`src/rtl/ecc_event_capture.sv`:
```
module ecc_event_capture #(
  parameter int AW = 32,
  parameter int MW = 8
) (
  input  logic          clk,
  input  logic          rst_n,
  input  logic          ev_single,
  input  logic          ev_multi,
  input  logic [AW-1:0] ev_addr,
  input  logic [2:0]    ev_size,
  input  logic [3:0]    ev_prot,
  input  logic [MW-1:0] ev_master,
  input  logic [63:0]   ev_data,
  input  logic          reg_wr,
  input  logic          reg_rd,
  input  logic [2:0]    reg_addr,
  input  logic [31:0]   reg_wdata,
  output logic [31:0]   reg_rdata
);
  localparam logic [2:0] OFS_CFG  = 3'd0;
  localparam logic [2:0] OFS_STAT = 3'd1;
  localparam logic [2:0] OFS_ADDR = 3'd2;
  localparam logic [2:0] OFS_ATTR = 3'd3;
  localparam logic [2:0] OFS_DHI  = 3'd4;
  localparam logic [2:0] OFS_DLO  = 3'd5;

  logic          en_cor, en_unc, fl_cor, fl_unc;
  logic [AW-1:0] cap_addr;
  logic [2:0]    cap_size;
  logic [3:0]    cap_prot;
  logic [MW-1:0] cap_mst;
  logic          cap_cls;
  logic [63:0]   cap_data;
  logic [31:0]   rd_mux;
  logic          unused_wdata;

  wire wr_cfg   = reg_wr && (reg_addr == OFS_CFG);
  wire wr_stat  = reg_wr && (reg_addr == OFS_STAT);
  wire take_cor = ev_single && en_cor;
  wire take_unc = ev_multi && en_unc;
  wire clr_cor  = wr_stat && reg_wdata[0];
  wire clr_unc  = wr_stat && reg_wdata[1];

  assign unused_wdata = ^reg_wdata[31:2];

  always_ff @(posedge clk or negedge rst_n) begin
    if (!rst_n) begin
      en_cor <= 1'b0;
      en_unc <= 1'b0;
      fl_cor <= 1'b0;
      fl_unc <= 1'b0;
    end else begin
      if (wr_cfg) begin
        en_cor <= reg_wdata[0];
        en_unc <= reg_wdata[1];
      end
      fl_cor <= (fl_cor && !clr_cor) || take_cor;
      fl_unc <= (fl_unc && !clr_unc) || take_unc;
    end
  end

  always_ff @(posedge clk) begin
    if (take_cor || take_unc) begin
      cap_addr <= ev_addr;
      cap_size <= ev_size;
      cap_prot <= ev_prot;
      cap_mst  <= ev_master;
      cap_cls  <= take_unc;
      cap_data <= ev_data;
    end
  end

  always_comb begin
    rd_mux = '0;
    case (reg_addr)
      OFS_CFG:  rd_mux[1:0] = {en_unc, en_cor};
      OFS_STAT: rd_mux[1:0] = {fl_unc, fl_cor};
      OFS_ADDR: rd_mux[AW-1:0] = cap_addr;
      OFS_ATTR: begin
        rd_mux[2:0]     = cap_size;
        rd_mux[3]       = cap_cls;
        rd_mux[7:4]     = cap_prot;
        rd_mux[8 +: MW] = cap_mst;
      end
      OFS_DHI:  rd_mux = cap_data[63:32];
      OFS_DLO:  rd_mux = cap_data[31:0];
      default:  rd_mux = '0;
    endcase
  end

  always_ff @(posedge clk or negedge rst_n) begin
    if (!rst_n)      reg_rdata <= '0;
    else if (reg_rd) reg_rdata <= rd_mux;
  end

  assert_cor_sets_R2: assert property (@(posedge clk) disable iff (!rst_n)
    (ev_single && en_cor) |=> fl_cor);
  assert_unc_sets_R3: assert property (@(posedge clk) disable iff (!rst_n)
    (ev_multi && en_unc) |=> fl_unc);
  assert_no_rise_disabled_R4: assert property (@(posedge clk) disable iff (!rst_n)
    (!fl_cor && !(ev_single && en_cor)) |=> !fl_cor);
  assert_sticky_R6: assert property (@(posedge clk) disable iff (!rst_n)
    (fl_unc && !(reg_wr && reg_addr == OFS_STAT && reg_wdata[1])) |=> fl_unc);
  assert_priority_R7: assert property (@(posedge clk) disable iff (!rst_n)
    (ev_single && ev_multi && en_unc) |=> cap_cls);
  assert_unmapped_zero_R9: assert property (@(posedge clk) disable iff (!rst_n)
    (reg_rd && reg_addr[2:1] == 2'b11) |=> (reg_rdata == 32'd0));
endmodule

```
`config.mk`:
```
export PLATFORM = sky130hd
export DESIGN_NAME = ecc_event_capture
export DESIGN_NICKNAME = d
export VERILOG_FILES = /design/src/rtl/ecc_event_capture.sv
export SDC_FILE = /design/constraint.sdc
export NUM_CORES = 1
export LEC_CHECK = 0
export BUFFER_PORTS_ARGS = -buffer_cell sky130_fd_sc_hd__buf_2
export CORE_MARGIN = 1
export CORE_UTILIZATION = 35
export CTS_CLUSTER_DIAMETER = 30
export DETAILED_ROUTE_END_ITERATION = 10
export PLACE_DENSITY = 0.66
export SYNTH_ARGS = -nofsm -noshare
export SYNTH_HDL_FRONTEND = slang
export SYNTH_SLANG_ARGS = --single-unit
```
`constraint.sdc`:
```
create_clock -name clk -period 3.97 [get_ports clk]
set_input_delay 0.5955 -clock clk [delete_from_list [all_inputs] [get_ports clk]]
set_output_delay 0.5955 -clock clk [all_outputs]
set_load 0.005 [all_outputs]
```
==> results of run 1 <==
-- cell families after synthesis --
| group | Yosys count | share of synthesized area, % |
|---|---|---|
| compound gates | 67 | 7.65 |
| mux | 52 | 10.4 |
| buf+inv | 20 | 2.10 |
| flops | 148 | 76.1 |
| simple gates | 42 | 3.75 |
-- path summary, 6_finish.rpt --
kind / start / end / slack (ns)
hold reg to reg: fl_unc / fl_unc / 0.48
setup / recovery: reg_addr[0] / reg_rdata[20] / 1.75
max in group asynchronous: rst_n / reg_rdata[16] / 3.05
min in group clk: ev_addr[28] / cap_addr[28] / 0.35
hold / removal: rst_n / reg_rdata[30] / 0.33
setup reg to reg: en_unc / cap_addr[21] / 1.94
-- sequential cells by signal, summed over array words and instances (netlist names) --
signal,cells
cap_addr,32
cap_cls,1
cap_data,64
cap_mst,8
cap_prot,4
cap_size,3
en_cor,1
en_unc,1
fl_cor,1
fl_unc,1
reg_rdata,32
-- power by group through the flow --
stage	clock (mW)	combinational [mW]	sequential, mW
CTS	1.67	0.411	1.98
detailed placement	0	0.410	2.01
global route	1.73	0.447	2.00
finish	1.63	0.402	1.98
floorplan	0	0.232	2.01
global placement	0	0.398	2.00
-- cells in the final DEF, fill, tap and decap left out, types with 3 or more instances in the layout --
| cell type | instances |
|---|---|
| a21oi_1 | 32 |
| a22oi_1 | 30 |
| buf_2 | 153 |
| buf_4 | 5 |
| bufinv_16 | 3 |
| clkbuf_1 | 3 |
| clkbuf_16 | 17 |
| clkinv_4 | 3 |
| dfrtp_1 | 36 |
| edfxtp_1 | 112 |
| mux2_2 | 51 |
| nor2_1 | 34 |
-- routing by layer --
| metal | wire (um) | vias to the layer above | track usage [%] |
|---|---|---|---|
| li1 | - | 1577 | - |
| met1 | 4920 | 1652 | 17.8 |
| met2 | 6050 | 124 | 26.0 |
| met3 | 775 | 14 | 5.41 |
| met4 | 157 | 0 | 5.33 |
| met5 | 0 | - | 0 |
-- stage by stage --
stage          instance area [um2]  utilization, %  setup WS (ns)  hold WS (ns)  instances
6_report                      7170            46.4           1.75         0.327        710
5_1_grt                       7170            46.4           1.59         0.322        710
4_1_cts                       7170            46.4           1.75         0.325        710
3_5_place_dp                  6560            42.5           1.29         0.479        678
3_3_place_gp                  6560            42.5           1.32         0.468        678
2_1_floorplan                 5610               -          0.481         0.300        329
-- worst max-delay path: stages --
cell and delay, ns:
buf_2 0.82, buf_4 0.39, mux2_2 0.36, a22oi_1 0.17
a21oi_1 0.10
-- layout make-up --
class	instances	area, um2
Fill cell	1372	8260
Tap cell	211	264
Clock buffer	21	450
Timing Repair Buffer	158	803
Clock inverter	11	151
Sequential cell	148	4260
Multi-Input combinational cell	161	1230
==> run_results.csv, run 1 <==
group,metric,value,unit
die,die_h,129,um
routing,wl,11900,um
routing,post_drt_wl_per_cell,16.8,um
die,core,15400,um2
die,row_count,45,
placement,place.gp.congestion,0.720,
placement,portBuffers,153,
synthesis,ys_seq_elements,148,
layout,final_net_count,638,
sta,setup_violations,0,
worst_setup_path,worstSetupPathType,"primary input to register",
die,die_x,129,um
synthesis,synth_top_cells_by_area,"edfxtp_1 (60%), dfrtp_1 (16%), mux2_2 (10%)",
clock_network,clock_latency,0.42,ns
synthesis,synth_top_area_share,60.0,%
die,dieArea,16500,um2
synthesis,synth_seq_area_share,76.1,%
synthesis,ys_warn_count,0,
clock_network,cts_resized,0,
synthesis,synthCells,329,
power,power,4.01,mW
status,status,"completed",
synthesis,synthArstFlopShare,24.3,%
global_routing,grt_pass1_wl,18200,um
clock_network,clock-sinks,148,
clock_network,postCtsSetupBuffers,0,
synthesis,synth-edff-count,112,
sta,hold_viol,0,
clock_network,htreeDepth,4,
placement,hpwl,7650,um
routing,dr.first_iter.drc_count,152,
worst_hold_path,hold_path.class,"primary input to asynchronous set/reset pin",
routing,vias,3367,
clock_network,cts_buffers,17,
synthesis,synth.most_common_cell,"edfxtp_1",
worst_setup_path,path_max_fanout,42,
synthesis,ys_types,22,
global_routing,grt_max_degree,67,
synthesis,syn_avg_cell_area,17.0,um2
power,worst_ir_drop_vdd,0.000303,V
synthesis,yosys.area.top_type,"edfxtp_1",
routing,drc,0,
layout,layout-drive-gt1-share,48.3,%
power,leakagePower,2.84,nW
sta,max-slew-margin-rel,24.0,%
power,power_density,560,nW/um2
power,power.switching,907,uW
routing,final_antenna_net_count,0,
power,p_int,3.10,mW
die,initial_core_util,36.3,%
global_routing,grt-ovfl-total,0,
sta,fmax,0.450,GHz
run,max_cap_violations,0,
sta,fin_skew,0.00962,ns
worst_setup_path,rr_worst_depth,3,
global_routing,track_usage,15.2,%
synthesis,synthFlopType,"edfxtp_1",
routing,dr.pass1.iters,5,
worst_setup_path,cp.required,4.21,ns
sta,drv_slew,0,
die,io_pins,184,
synthesis,synth_commonest_cells,"edfxtp_1 (112), mux2_2 (51), dfrtp_1 (36)",
clock_network,cts-root-buf,"clkbuf_16",
power,sw_frac_of_total,22.6,%
clock_network,ctsHoldBuffers,0,
sta,rsz0062_at_grt,"no",
clock_network,path_clk_slew,0.06,ns
power,power_frac_comb,10.0,%
worst_setup_path,arrival,2.47,ns
synthesis,synthesis.area,5610,um2
layout,antenna-diode-count,0,
global_routing,antenna_found_initial,0,
power,p_clk_share,40.7,%
worst_setup_path,critPathLaunchType,"primary input",
sta,min_period_over_period,56.0,%
sta,worstMarginPinSlew,1.14,ns
worst_setup_path,cp-end-kind,"register",
routing,viasPerCell,4.74,
power,power_frac_seq,49.3,%
clock_network,clock_path_buffers,2,
layout,area_growth,27.8,%
synthesis,synth_fp_nets,481,
sta,period_minus_slack,2.22,ns
clock_network,cts_tree,"yes",
sta,tns,0,ns
global_routing,grt_pass1_vias,3537,
Note: power is estimated with default switching activity, not from simulation.
==> run 2: changes to the inputs <==
--- a/config.mk
+++ b/config.mk
@@ -5,12 +5,13 @@
 export SDC_FILE = /design/constraint.sdc
 export NUM_CORES = 1
 export LEC_CHECK = 0
+export ABC_AREA = 1
 export BUFFER_PORTS_ARGS = -buffer_cell sky130_fd_sc_hd__buf_2
 export CORE_MARGIN = 1
 export CORE_UTILIZATION = 35
 export CTS_CLUSTER_DIAMETER = 30
 export DETAILED_ROUTE_END_ITERATION = 10
-export PLACE_DENSITY = 0.66
+export PLACE_DENSITY = 0.68
 export SYNTH_ARGS = -nofsm -noshare
 export SYNTH_HDL_FRONTEND = slang
 export SYNTH_SLANG_ARGS = --single-unit
==> constraint.sdc (replaced) <==
create_clock -name clk -period 2 [get_ports clk]
set_input_delay 0.3 -clock clk [delete_from_list [all_inputs] [get_ports clk]]
set_output_delay 0.3 -clock clk [all_outputs]
set_load 0.005 [all_outputs]
==> run_results.csv, run 2 <==
group,metric,value,unit
die,core,16000,um2
layout,final_core_util,45.6,%
layout,final_net_count,764,
synthesis,syn_avg_cell_area,12.7,um2
sta,setup_violations,0,
clock_network,path_clk_slew,0.06,ns
worst_setup_path,cp.required,2.06,ns
sta,hold_viol,0,
layout,fin_area,7300,um2
synthesis,ys_seq_elements,148,
routing,post_drt_wl_per_cell,16.6,um
routing,wl,14000,um
power,power_density,1010,nW/um2
synthesis,yosys.area.top_type,"edfxtp_1",
run,max_cap_violations,0,
synthesis,synth_commonest_cells,"nand2_1 (138), edfxtp_1 (112), nand4_1 (61)",
synthesis,synthesis.area,5770,um2
layout,top_regs,"cap_data: 64 flops, cap_addr: 32 flops, reg_rdata: 32 flops",
clock_network,cts-root-buf,"clkbuf_16",
clock_network,htreeDepth,4,
worst_setup_path,crit_start,"en_cor",
clock_network,cts_tree,"yes",
worst_setup_path,worstSetupPathType,"register to register",
clock_network,clock_path_buffers,2,
synthesis,synthFlopType,"edfxtp_1",
power,worst_ir_drop_vdd,0.000700,V
routing,viasPerCell,4.87,
global_routing,antenna_found_initial,3,
synthesis,synth_top_cells_by_area,"edfxtp_1 (58%), dfrtp_1 (16%), nand2_1 (9.0%)",
synthesis,synth.most_common_cell,"nand2_1",
sta,worstMarginPinSlew,0.593,ns
die,initial_core_util,36.0,%
worst_setup_path,path_max_fanout,87,
layout,final_common_cell,"buf_2",
worst_setup_path,arrival,1.48,ns
clock_network,clock-sinks,148,
die,row_count,46,
routing,dr.pass1.iters,4,
layout,largest_register_ffs,64,
routing,vias,4099,
sta,fin_skew,0.00672,ns
clock_network,postCtsSetupBuffers,0,
worst_hold_path,hold_path.class,"primary input to register",
routing,final_antenna_net_count,0,
clock_network,ctsHoldBuffers,1,
sta,period_minus_slack,1.43,ns
die,dieArea,17000,um2
synthesis,synthArstFlopShare,24.3,%
synthesis,synth_top_area_share,58.3,%
worst_setup_path,cp-end-kind,"register",
layout,top_register,"cap_data",
synthesis,synth_fp_nets,607,
placement,hpwl,9370,um
synthesis,synthCells,455,
die,io_pins,184,
clock_network,clock_latency,0.42,ns
routing,drc,0,
worst_setup_path,critPathLaunchType,"register",
synthesis,ys_warn_count,0,
sta,min_period_over_period,71.3,%
sta,max-slew-margin-rel,60.4,%
layout,area_growth,26.6,%
global_routing,grt_pass1_wl,20900,um
layout,final_cell_mix,"buf_2 (153), nand2_1 (138), edfxtp_1 (112), nand4_1 (61), nand3_1 (39)",
clock_network,cts_resized,0,
global_routing,grt-ovfl-total,0,
layout,layout-drive-gt1-share,33.3,%
worst_setup_path,r2r-start,"en_cor",
global_routing,grt_pass1_vias,4128,
power,leakagePower,3.12,nW
placement,portBuffers,153,
die,die_h,130,um
sta,drv_slew,0,
sta,fmax,0.701,GHz
global_routing,track_usage,17.0,%
routing,dr.first_iter.drc_count,132,
sta,rsz0062_at_grt,"no",
synthesis,ys_types,21,
global_routing,grt_max_degree,88,
status,status,"completed",
clock_network,cts_buffers,17,
die,die_x,130,um
placement,place.gp.congestion,0.714,
synthesis,synth_seq_area_share,74.0,%
synthesis,synth-edff-count,112,
worst_hold_path,min-delay-start,"ev_addr[15]",
placement,dpl_cell_area,6770,um2
-- run 2: cell families after synthesis --
group | share of synthesized area, %
simple gates | 21.7
flops | 74.0
compound gates | 0.694
buf+inv | 3.62
-- run 2: worst paths after layout --
kind | endpoint | slack, ns | depth (start not counted)
min in group asynchronous | reg_rdata[18] | 0.35 | 2
max reg2reg | cap_addr[21] | 0.57 | 3
max | cap_addr[21] | 0.57 | 3
max in group asynchronous | reg_rdata[20] | 0.98 | 3
min | cap_addr[15] | 0.06 | 1
min reg2reg | reg_rdata[22] | 0.47 | 2
-- run 2: stage by stage --
step,total power [mW],TNS (ns),std cells,setup slack [ns],hold WS [ns]
final,7.37,0,842,0.574,0.0552
after global routing,7.69,0,841,0.486,0.0327
after CTS,7.48,0,841,0.570,0.0313
after detailed placement,4.66,0,808,0.357,0.242
after global placement,4.62,0,808,0.387,0.235
after floorplan,4.29,-73.61,455,-0.657,0.00441
-- run 2: layout make-up --
type / instances / area [um2]
inverter: 10 / 40.0
fill: 1539 / 8700
tap: 216 / 270
sequential: 148 / 4260
antenna: 1 / 2.50
timing repair buffer: 166 / 903
clock inverter: 4 / 26.3
multi-input combinational: 269 / 1300
clock buffer: 28 / 487
-- run 2: critical path, stage by stage, from the launching register on --
cell	delay [ns]
dfrtp_1	0.40
inv_2	0.07
o21ai_4	0.16
buf_12	0.38
-- run 2: layer usage --
layer	global-route usage (%)	part of all wire, %
met3	6.03	7.2
met2	29.3	49
met4	6.29	1.5
met5	0	0.16
met1	19.4	42
-- run 2: power breakdown --
group / internal, mW / switching [mW] / total [mW] / leakage, nW
Combinational: 0.255 / 0.457 / 0.712 / 1.35
Clock: 1.65 / 1.14 / 2.78 / 0.247
Sequential: 3.75 / 0.123 / 3.87 / 1.52
Total: 5.65 / 1.72 / 7.37 / 3.12
